--- src/rtl/updn_ctr_pkg.sv ---
// Package: shared types for the cascadable up/down counter.
// Assumes: nothing beyond IEEE 1800-2017.
package updn_ctr_pkg;

    // Operation selected for the coming clock edge, in priority order.
    typedef enum logic [2:0] {
        OP_CLEAR = 3'd0,
        OP_LOAD  = 3'd1,
        OP_INC   = 3'd2,
        OP_DEC   = 3'd3,
        OP_HOLD  = 3'd4
    } ctr_op_e;

endpackage

--- src/rtl/updn_ctr_op_sel.sv ---
// Module: picks the register operation from the control inputs.
// Priority: clear > load > count (both enables low) > hold.
// Assumes: all controls are synchronous to the clock of the register.
module updn_ctr_op_sel
    import updn_ctr_pkg::*;
(
    input  logic    rst_n,
    input  logic    load_n,
    input  logic    cnt_en_n,
    input  logic    carry_in_n,
    input  logic    up_dn,
    output ctr_op_e op
);

    // Priority decode of the control inputs into one operation.
    always_comb begin
        if (!rst_n)
            op = OP_CLEAR;
        else if (!load_n)
            op = OP_LOAD;
        else if (!cnt_en_n && !carry_in_n)
            op = up_dn ? OP_INC : OP_DEC;
        else
            op = OP_HOLD;
    end

endmodule

--- src/rtl/updn_ctr_state.sv ---
// Module: count register with its next-state logic.
// Executes the operation chosen by the selector on each rising edge.
// Assumes: op is settled before the edge; wrap-around is natural modulo 2**WIDTH.
module updn_ctr_state
    import updn_ctr_pkg::*;
#(
    parameter int WIDTH = 4
) (
    input  logic             clk,
    input  logic             rst_n,
    input  ctr_op_e          op,
    input  logic [WIDTH-1:0] din,
    output logic [WIDTH-1:0] count,
    // Raw controls, used only by the local assertions.
    input  logic             load_n,
    input  logic             cnt_en_n,
    input  logic             carry_in_n,
    input  logic             up_dn
);

    localparam logic [WIDTH-1:0] ONE = WIDTH'(1);

    logic [WIDTH-1:0] nxt;

    // Next count for the selected operation.
    always_comb begin
        unique case (op)
            OP_CLEAR: nxt = '0;
            OP_LOAD:  nxt = din;
            OP_INC:   nxt = count + ONE;
            OP_DEC:   nxt = count - ONE;
            default:  nxt = count;
        endcase
    end

    // Register update on the rising edge.
    always_ff @(posedge clk) begin
        count <= nxt;
    end

    AST_CLEAR_WINS: assert property (@(posedge clk) !rst_n |=> count == '0);
    AST_LOAD_TAKES_DIN: assert property (@(posedge clk) disable iff (!rst_n)
        !load_n |=> count == $past(din));
    AST_STEP_UP: assert property (@(posedge clk) disable iff (!rst_n)
        (load_n && !cnt_en_n && !carry_in_n && up_dn) |=> count == $past(count) + ONE);
    AST_STEP_DOWN: assert property (@(posedge clk) disable iff (!rst_n)
        (load_n && !cnt_en_n && !carry_in_n && !up_dn) |=> count == $past(count) - ONE);
    AST_HOLD_IDLE: assert property (@(posedge clk) disable iff (!rst_n)
        (load_n && (cnt_en_n || carry_in_n)) |=> $stable(count));

endmodule

--- src/rtl/updn_ctr_tc.sv ---
// Module: terminal-count decode, combinational and active low.
// Each bit is compared with the direction: all ones for up, all zeros for down.
// Assumes: only carry_in_n gates the result; load and count enable do not.
module updn_ctr_tc #(
    parameter int WIDTH = 4
) (
    input  logic             clk,
    input  logic             rst_n,
    input  logic [WIDTH-1:0] count,
    input  logic             carry_in_n,
    input  logic             up_dn,
    output logic             tc_n
);

    logic [WIDTH-1:0] bit_at_end;

    // One comparator per bit against the end value for the direction.
    for (genvar i = 0; i < WIDTH; i++) begin : g_bit
        assign bit_at_end[i] = (count[i] == up_dn);
    end

    // Terminal flag, enabled by carry-in only.
    always_comb begin
        tc_n = !(!carry_in_n && (&bit_at_end));
    end

    AST_TC_GATED: assert property (@(posedge clk) disable iff (!rst_n)
        carry_in_n |-> tc_n);
    AST_TC_UP_END: assert property (@(posedge clk) disable iff (!rst_n)
        (!carry_in_n && up_dn && count == '1) |-> !tc_n);
    AST_TC_DOWN_END: assert property (@(posedge clk) disable iff (!rst_n)
        (!carry_in_n && !up_dn && count == '0) |-> !tc_n);

endmodule

--- src/rtl/updn_cascade_ctr.sv ---
// Module: top of one cascadable, presettable up/down counter stage.
// Chaining: tc_n drives the next stage's carry_in_n. load_n, cnt_en_n and
// up_dn are shared across the chain.
// Assumes: a single clock; rst_n is synchronous and active low.
module updn_cascade_ctr
    import updn_ctr_pkg::*;
#(
    parameter int WIDTH = 4
) (
    input  logic             clk,
    input  logic             rst_n,
    input  logic             load_n,
    input  logic             cnt_en_n,
    input  logic             carry_in_n,
    input  logic             up_dn,
    input  logic [WIDTH-1:0] din,
    output logic [WIDTH-1:0] count,
    output logic             tc_n
);

    ctr_op_e op;

    updn_ctr_op_sel u_sel (
        .rst_n      (rst_n),
        .load_n     (load_n),
        .cnt_en_n   (cnt_en_n),
        .carry_in_n (carry_in_n),
        .up_dn      (up_dn),
        .op         (op)
    );

    updn_ctr_state #(.WIDTH(WIDTH)) u_state (
        .clk        (clk),
        .rst_n      (rst_n),
        .op         (op),
        .din        (din),
        .count      (count),
        .load_n     (load_n),
        .cnt_en_n   (cnt_en_n),
        .carry_in_n (carry_in_n),
        .up_dn      (up_dn)
    );

    updn_ctr_tc #(.WIDTH(WIDTH)) u_tc (
        .clk        (clk),
        .rst_n      (rst_n),
        .count      (count),
        .carry_in_n (carry_in_n),
        .up_dn      (up_dn),
        .tc_n       (tc_n)
    );

endmodule

--- config.mk ---
export PLATFORM = sky130hd
export DESIGN_NAME = updn_cascade_ctr
export DESIGN_NICKNAME = d
export VERILOG_FILES = /design/src/rtl/updn_ctr_pkg.sv /design/src/rtl/updn_ctr_op_sel.sv /design/src/rtl/updn_ctr_state.sv /design/src/rtl/updn_ctr_tc.sv /design/src/rtl/updn_cascade_ctr.sv
export SDC_FILE = /design/constraint.sdc
export NUM_CORES = 1
export LEC_CHECK = 0
export CORE_AREA = 4 4 41 43
export CTS_CLUSTER_DIAMETER = 120
export DETAILED_ROUTE_END_ITERATION = 8
export DIE_AREA = 0 0 45 47
export PLACE_DENSITY = 0.6
export SLEW_MARGIN = 20
export SYNTH_ARGS = -nofsm -noshare
export SYNTH_HDL_FRONTEND = slang
export SYNTH_SLANG_ARGS = --single-unit
--- constraint.sdc ---
create_clock -name clk -period 4.2 [get_ports clk]
set_clock_uncertainty 0.1 [all_clocks]
set_input_delay 0.63 -clock clk [delete_from_list [all_inputs] [get_ports clk]]
set_output_delay 0.63 -clock clk [all_outputs]
set_load 0.05 [all_outputs]
---- Yosys cells after proc, flatten, opt, wreduce, memory -nomap -nowiden ----
Cells that the tools add are included.
storage, ports and cells
  bits in writable memories ............... 0
  input port bits ......................... 10
  word-level logic and storage cells ...... 23
  latch bits .............................. 0
  memories kept ........................... 0
  memory bits (read-only) ................. 0
  bits in registers ....................... 4
  output and inout port bits .............. 5
cells by class
  div/mod/pow operators ................... 0
  mux-type cells .......................... 5
  multiply operators ...................... 0
  $add $sub $neg .......................... 2
  equal/unequal tests ..................... 7
  bitwise logic cells ..................... 0
  order comparisons ....................... 0
  reduce and logical (&&, ||, !) cells .... 8
  shifts and indexed selects .............. 0
operators with widths
  operator                                                            count
  4-bit one-hot mux with 4 select lines                               1
  3-bit two-way mux                                                   3
  3-bit by 2-bit == test with 1-bit output, second input constant     2
  4-bit by 1-bit adder with 4-bit output, second input constant       1
  1-bit == test                                                       4
  4-bit AND reduction                                                 1
  4-bit nonzero test                                                  1
  4-bit by 1-bit subtractor with 4-bit output, second input constant  1
  3-bit by 1-bit == test with 1-bit output, second input constant     1
  1-bit logical NOT                                                   3
  3-bit logical NOT                                                   1
  1-bit logical AND                                                   2
  1-bit two-way mux                                                   1

---- Logic depth before layout (Yosys ltp) ----
Gate-level depths: netlist of run 1.
  depth after elaboration ................. 7
  mapped depth ............................ 7
  depth with buffers taken out ............ 7

---- Modules after synthesis ----
Synthesis of run 1 repeated with hierarchy kept, for this count alone.
unflattened totals
  cells, all modules ...................... 43
  area, all modules ....................... 387.9 um^2
modules (own cells, without submodules)
  module           area each (um^2)  seq. area each (um^2)  cells each  times used
  updn_ctr_state   319.1             120.1                  32          1
  updn_ctr_tc      38.8              0.0                    5           1
  updn_ctr_op_sel  30.0              0.0                    6           1

---- Least setup slack after synthesis of run 1 ----
OpenSTA, ideal clock, no wires.
  path kind ............................... reg2out
  start ................................... register u_state.count[0]
  end ..................................... output port tc_n
  cell stages (with the launch flop) ...... 4
  path buffers ............................ 0
  setup slack ............................. 1811 ps
  data arrival time ....................... 1659 ps
  data required time ...................... 3470 ps
  path through ............................ edfxtp_1 > or4_1 > mux2i_1 > nand2b_1
between the ends
  longest elaborated chain between the ends .. 4
ends and longest elaborated chain
  what                    RTL line                RTL
  from (decl)             updn_ctr_state.sv:13    output logic [WIDTH-1:0] count,
  from (signal assigned)  updn_ctr_state.sv:38    count <= nxt;
  1-bit == test           updn_ctr_tc.sv:19       assign bit_at_end[i] = (count[i] == up_dn);
  4-bit AND reduction     updn_ctr_tc.sv:24       tc_n = !(!carry_in_n && (&bit_at_end));
  1-bit logical AND       updn_ctr_tc.sv:24
  1-bit logical NOT       updn_ctr_tc.sv:24
  to (decl)               updn_cascade_ctr.sv:18  output logic tc_n
No other way between the ends.

---- Worst setup path after layout of run 1 ----
  start ................................... input port up_dn
  end ..................................... output port tc_n
between the ends
  longest elaborated chain between the ends .. 4
  elaborated cells on any way between the ends .. 7
  classes of those cells .................. eq/ne (4); reduce/logical (3)
ends and longest elaborated chain
  what                     RTL line                RTL
  from (decl)              updn_cascade_ctr.sv:15  input logic up_dn,
  1-bit == test            updn_ctr_tc.sv:19
  4-bit AND reduction (*)  updn_ctr_tc.sv:24
  1-bit logical AND (*)    updn_ctr_tc.sv:24
  1-bit logical NOT (*)    updn_ctr_tc.sv:24
Mark *: on every way between the ends. The rest lies on a longest branch, timed or not.

==> results of run 1 <==
[layout by cell type (no fill, tap or decap), drive strengths merged]
master         instances
o21ai                  3
clkbuf                 3
nand4                  1
nor2                   2
nand2                  4
o31ai                  1
nand3                  2
ha                     2
a21oi                  2
nand2b                 1
edfxtp                 4
and3                   1
xnor2                  1
o211ai                 1
xor2                   1
fa                     1
nor2b                  1
clkdlybuf4s50         14
mux2i                  1
inv                    1
or4                    1
[power by group]
part | switching (mW) | internal, mW
Sequential | 0.00457 | 0.0483
Combinational | 0.0249 | 0.0202
Clock | 0.0152 | 0.0319
Total | 0.0446 | 0.100
[worst max path at each step]
stage	depth (start not counted)	slack [ns]	end
after floorplan	3	1.81	tc_n
after global placement	5	0.99	tc_n
after detailed placement	5	0.92	tc_n
after CTS	5	0.91	tc_n
after global routing	5	0.84	tc_n
final	5	0.94	tc_n
[layer usage]
metal	share of wire (%)	up-vias
met2	44	14
li1	-	151
met5	0	-
met3	15	0
met1	41	119
met4	0	0
[critical path, stage by stage]
cell             delay (ns)
clkdlybuf4s50_1        0.47
or4_1                  0.49
mux2i_1                0.16
nand2b_1               0.07
clkdlybuf4s50_1        0.71
[layout make-up]
| type | count | area [um^2] | share of cell area [%] |
|---|---|---|---|
| clock buffers | 3 | 22.52 | 4.663 |
| inverters | 1 | 3.754 | 0.7772 |
| multi-input cells | 26 | 177.7 | 36.79 |
| flip-flops and latches | 4 | 120.1 | 24.87 |
| well taps | 15 | 18.77 | 3.886 |
| repair buffers | 14 | 140.1 | 29.02 |
[cells by family (layout without fill, tap and decap cells)]
family / after synthesis / count (layout) / synth area share, %
AO/OA/AOI/OAI: 7 / 7 / 13.28
XOR/XNOR: 2 / 2 / 5.810
adder cells (fa/ha/maj): 3 / 3 / 14.94
buffers and inverters: 1 / 18 / 1.244
flip-flops: 4 / 4 / 39.84
multiplexers: 1 / 1 / 3.320
AND/OR/NAND/NOR: 13 / 13 / 21.58
==> flow_summary_export.csv, run 1 <==
group,metric,value,unit
outcome,status,"finished clean",
final_layout,largest_register_ffs,4,
synth,synth_top_area_share,39.83,%
synth,synthCells,31,
detailed_routing,dr.pass1.iters,4,
sta,hold_violations,0,
hold_path,hold_end,"u_state.count[0]",
detailed_routing,avgViaCountPerCell,4.508,
synth,seq_area_frac_synth,39.83,%
sta,layout_min_cycle_time,3.261,ns
sta,fmax,0.3067,GHz
cts,cts_hold_buf,0,
flow_run,drv_cap,0,
critical_path,rr_startpoint,"u_state.count[2]",
die,coreArea,1301,um^2
synth,synth_area_per_cell,9.727,um^2
placed_design,place_hpwl,618.4,um
cts,cts_setup_buffers,0,
placed_design,port_buffers,14,
cts,cts_tree,"done",
final_layout,drive_gt1_share,6.250,%
critical_path,reg2reg_to,"u_state.count[3]",
synth,synth_area,301.5,um^2
critical_path,crit_path_max_fanout,4,
cts,clock_latency,0.23,ns
critical_path,arrival,2.53,ns
grt,grtUsageMet2,13.56,%
synth,ys_ff_latch,4,
critical_path,cp-startpoint,"up_dn",
die,start_util,23.17,%
final_layout,fin_area,483.0,um^2
cts,htreeDepth,1,
final_layout,reg_top3,"u_state.count (4)",
final_layout,n_fill_cell,148,
hold_path,min_from,"u_state.count[0]",
final_layout,area_growth,60.17,%
pwr,finalPower,0.1451,mW
critical_path,r2r_slack,2.57,ns
cts,cts.clk_slew.worst_paths,0.04,ns
detailed_routing,wirelength,729,um
pwr,powerDensity,300.5,nW/um^2
grt,grt_use_met3,4.215,%
sta,worst_slew_pin_slew,0.5149,ns
critical_path,worst_setup_path_start_kind,"input port",
final_layout,nNetsFinal,63,
grt,global_route.usage.total,9.055,%
synth,synthTopCellsByCount,"edfxtp_1 (4), nand2_1 (4), o21ai_0 (3)",
detailed_routing,wl_per_cell,11.57,um
pwr,p_leak,0.1874,nW
cts,postCtsResizedCells,0,
sta,timing.final.crit_share,77.64,%
placed_design,place_area,460.4,um^2
detailed_routing,num_vias,284,
synth,synthArstFlopShare,0,%
sta,hold-worst-slack,0.6577,ns
hold_path,hold_depth,1,
synth,synth_area_leaders,"edfxtp_1 (40%), ha_1 (8.3%), fa_1 (6.6%), o21ai_0 (5.0%), nand2_1 (5.0%)",
synth,yosys_warnings,0,
synth,synth_edf_count,4,
final_layout,antenna_cells,0,
synth,yosys.area.top_type,"edfxtp_1",
final_layout,utilization,37.12,%
placed_design,gp_congestion,0.6896,
grt,overflow,0,
synth,synth.distinct_cells,19,
placed_design,dpl.cell_count,60,
critical_path,required,3.47,ns
grt,use_met1,9.931,%
die,die_h,47,um
cts,clk_path_buf_depth,2,
grt,antenna_found_initial,0,
grt,grt_max_degree,7,
die,dieArea,2115,um^2
final_layout,fin_cells,63,
cts,cts-root-buf,"clkbuf_4",
final_layout,regMostFlops,"u_state.count",
sta,setup_tns,0,ns
placed_design,dp_slack,0.9231,ns
die,rows,13,
cts,cts_buffers,3,
hold_path,hold_class,"flop to flop",
die,fp.dieW,45,um
critical_path,crit_type,"input port to primary output",
cts,cts_sinks,4,
sta,drv_slew,0,
detailed_routing,drtAntennaViolNets,0,
critical_path,critPathCaptureType,"primary output",
sta,setup_ws,0.9390,ns
grt,grt_pass1_vias,307,
pwr,peakVddDrop,0.1688,mV
grt,grt_pass1_wl,1276,um
critical_path,reg2reg_depth,4,
die,pin_count,15,
detailed_routing,route.detailed.drc,0,
synth,synthFlopType,"edfxtp_1",
detailed_routing,drt_iter0_markers,2,
sta,setup_viol,0,
grt,busiest_layer,"met2",
sta,rsz0062_at_grt,"no",
synth,syn_nets,44,
sta,slew_headroom,65.56,%
No activity file was read; power rests on OpenSTA's default activity.
==> run 2, diff against run 1 <==
- PLACE_DENSITY: 0.6 -> 0.62
- clock period: 4.2 -> 2.7 ns (I/O delays scaled with it)
==> flow_summary_export.csv, run 2 (same netlist as run 1, synthesis figures left out) <==
group,metric,value,unit
outcome,status,"finished clean",
flow_run,drv_cap,0,
final_layout,fin_cells,63,
grt,grtUsageMet2,15.82,%
pwr,peakVddDrop,0.3867,mV
grt,overflow,0,
cts,cts-root-buf,"clkbuf_4",
die,start_util,23.17,%
cts,cts_hold_buf,0,
grt,busiest_layer,"met2",
cts,cts.clk_slew.worst_paths,0.03,ns
sta,setup_tns,0,ns
placed_design,place_area,457.9,um^2
detailed_routing,wl_per_cell,12.10,um
final_layout,largest_register_ffs,4,
cts,clk_path_buf_depth,2,
grt,antenna_found_initial,0,
final_layout,fin_area,480.5,um^2
sta,drv_slew,0,
sta,setup_viol,0,
grt,global_route.usage.total,9.849,%
pwr,powerDensity,478.9,nW/um^2
final_layout,final_cell_mix,"clkdlybuf4s50_1 (13), nand2_1 (4), edfxtp_1 (4)",
cts,cts_setup_buffers,0,
cts,cts_sinks,4,
critical_path,max_stage_delay,0.49,ns
final_layout,layout_commonest_cell,"clkdlybuf4s50_1",
critical_path,required,2.19,ns
final_layout,area_growth,59.34,%
die,rows,13,
die,coreArea,1301,um^2
detailed_routing,avgViaCountPerCell,4.937,
die,pin_count,15,
final_layout,nNetsFinal,63,
grt,use_met1,9.700,%
die,dieArea,2115,um^2
cts,postCtsResizedCells,0,
critical_path,critPathCaptureType,"primary output",
placed_design,place_hpwl,604.2,um
detailed_routing,wirelength,762,um
grt,grt_pass1_wl,1373,um
cts,cts_tree,"done",
detailed_routing,drt_iter0_markers,6,
final_layout,antenna_cells,0,
sta,layout_min_cycle_time,2.310,ns
pwr,finalPower,0.2301,mW
grt,grt_max_degree,7,
sta,slew_headroom,66.19,%
sta,rsz0062_at_grt,"no",
critical_path,critPathSlowestCell,"or4_1",
cts,cts_buffers,3,
placed_design,dpl.cell_count,60,
final_layout,drive_gt1_share,8.333,%
critical_path,path_cells,"clkdlybuf4s50_1, or4_1, mux2i_1, nand2b_1, buf_4",
sta,fmax,0.4329,GHz
sta,timing.final.crit_share,85.56,%
sta,hold_violations,0,
critical_path,worst_setup_path_start_kind,"input port",
final_layout,regMostFlops,"u_state.count",
detailed_routing,dr.pass1.iters,4,
final_layout,n_fill_cell,140,
final_layout,reg_top3,"u_state.count (4)",
die,fp.dieW,45,um
pwr,p_leak,0.1873,nW
cts,htreeDepth,1,
detailed_routing,num_vias,311,
critical_path,crit_type,"input port to primary output",
grt,grt_use_met3,5.364,%
hold_path,hold_class,"flop to flop",
critical_path,arrival,1.81,ns
cts,clock_latency,0.24,ns
detailed_routing,drtAntennaViolNets,0,
sta,worst_slew_pin_slew,0.5055,ns
grt,grt_pass1_vias,321,
die,die_h,47,um
placed_design,port_buffers,14,
detailed_routing,route.detailed.drc,0,
placed_design,gp_congestion,0.7453,
critical_path,crit_path_max_fanout,4,
-- run 2: changes by cell type in the layout (fill, tap and decap cells not counted), sizes merged --
cell / delta
buf: +1
clkdlybuf4s50: -1
-- run 2: critical path: cells and delay by family --
kind          cells  cell delay, ns
simple gates      2            0.57
mux               1            0.16
buf+inv           2            0.67
-- run 2: final cells by class --
cell class / instances / area, um^2 / share of cell area (%)
flip-flops and latches: 4 / 120.1 / 25.00
well taps: 15 / 18.77 / 3.906
clock buffers: 3 / 22.52 / 4.687
inverters: 1 / 3.754 / 0.7812
multi-input cells: 26 / 177.7 / 36.98
repair buffers: 14 / 137.6 / 28.65
-- run 2: worst paths after layout --
path	from	end	slack (ns)	cells past startpoint
max	up_dn	tc_n	0.39	5
min	u_state.count[0]	u_state.count[0]	0.72	1
max reg2reg	u_state.count[0]	u_state.count[2]	1.08	3
min reg2reg	u_state.count[0]	u_state.count[0]	0.72	1
-- run 2: metal layers --
layer	part of all wire, %	routed length (um)
met2	43	327
met4	1.0	8
met5	0	0
met3	13	99
met1	43	328
-- run 2: power breakdown --
| part | total [mW] | switching, mW | internal [mW] | leakage (nW) |
|---|---|---|---|---|
| Clock | 0.0770 | 0.0271 | 0.0499 | 0.0138 |
| Combinational | 0.0702 | 0.0388 | 0.0315 | 0.129 |
| Sequential | 0.0828 | 0.00762 | 0.0752 | 0.0447 |
| Total | 0.230 | 0.0736 | 0.157 | 0.187 |
-- run 2: per-stage QoR --
stage	hold WS, ns	util (%)	worst slack, ns
2_1_floorplan	0.4904	-	0.5363
3_3_place_gp	0.6934	35.19	0.2827
3_5_place_dp	0.7216	35.19	0.2041
4_1_cts	0.7320	36.92	0.3861
5_1_grt	0.7566	36.92	0.3286
6_report	0.7176	36.92	0.3899
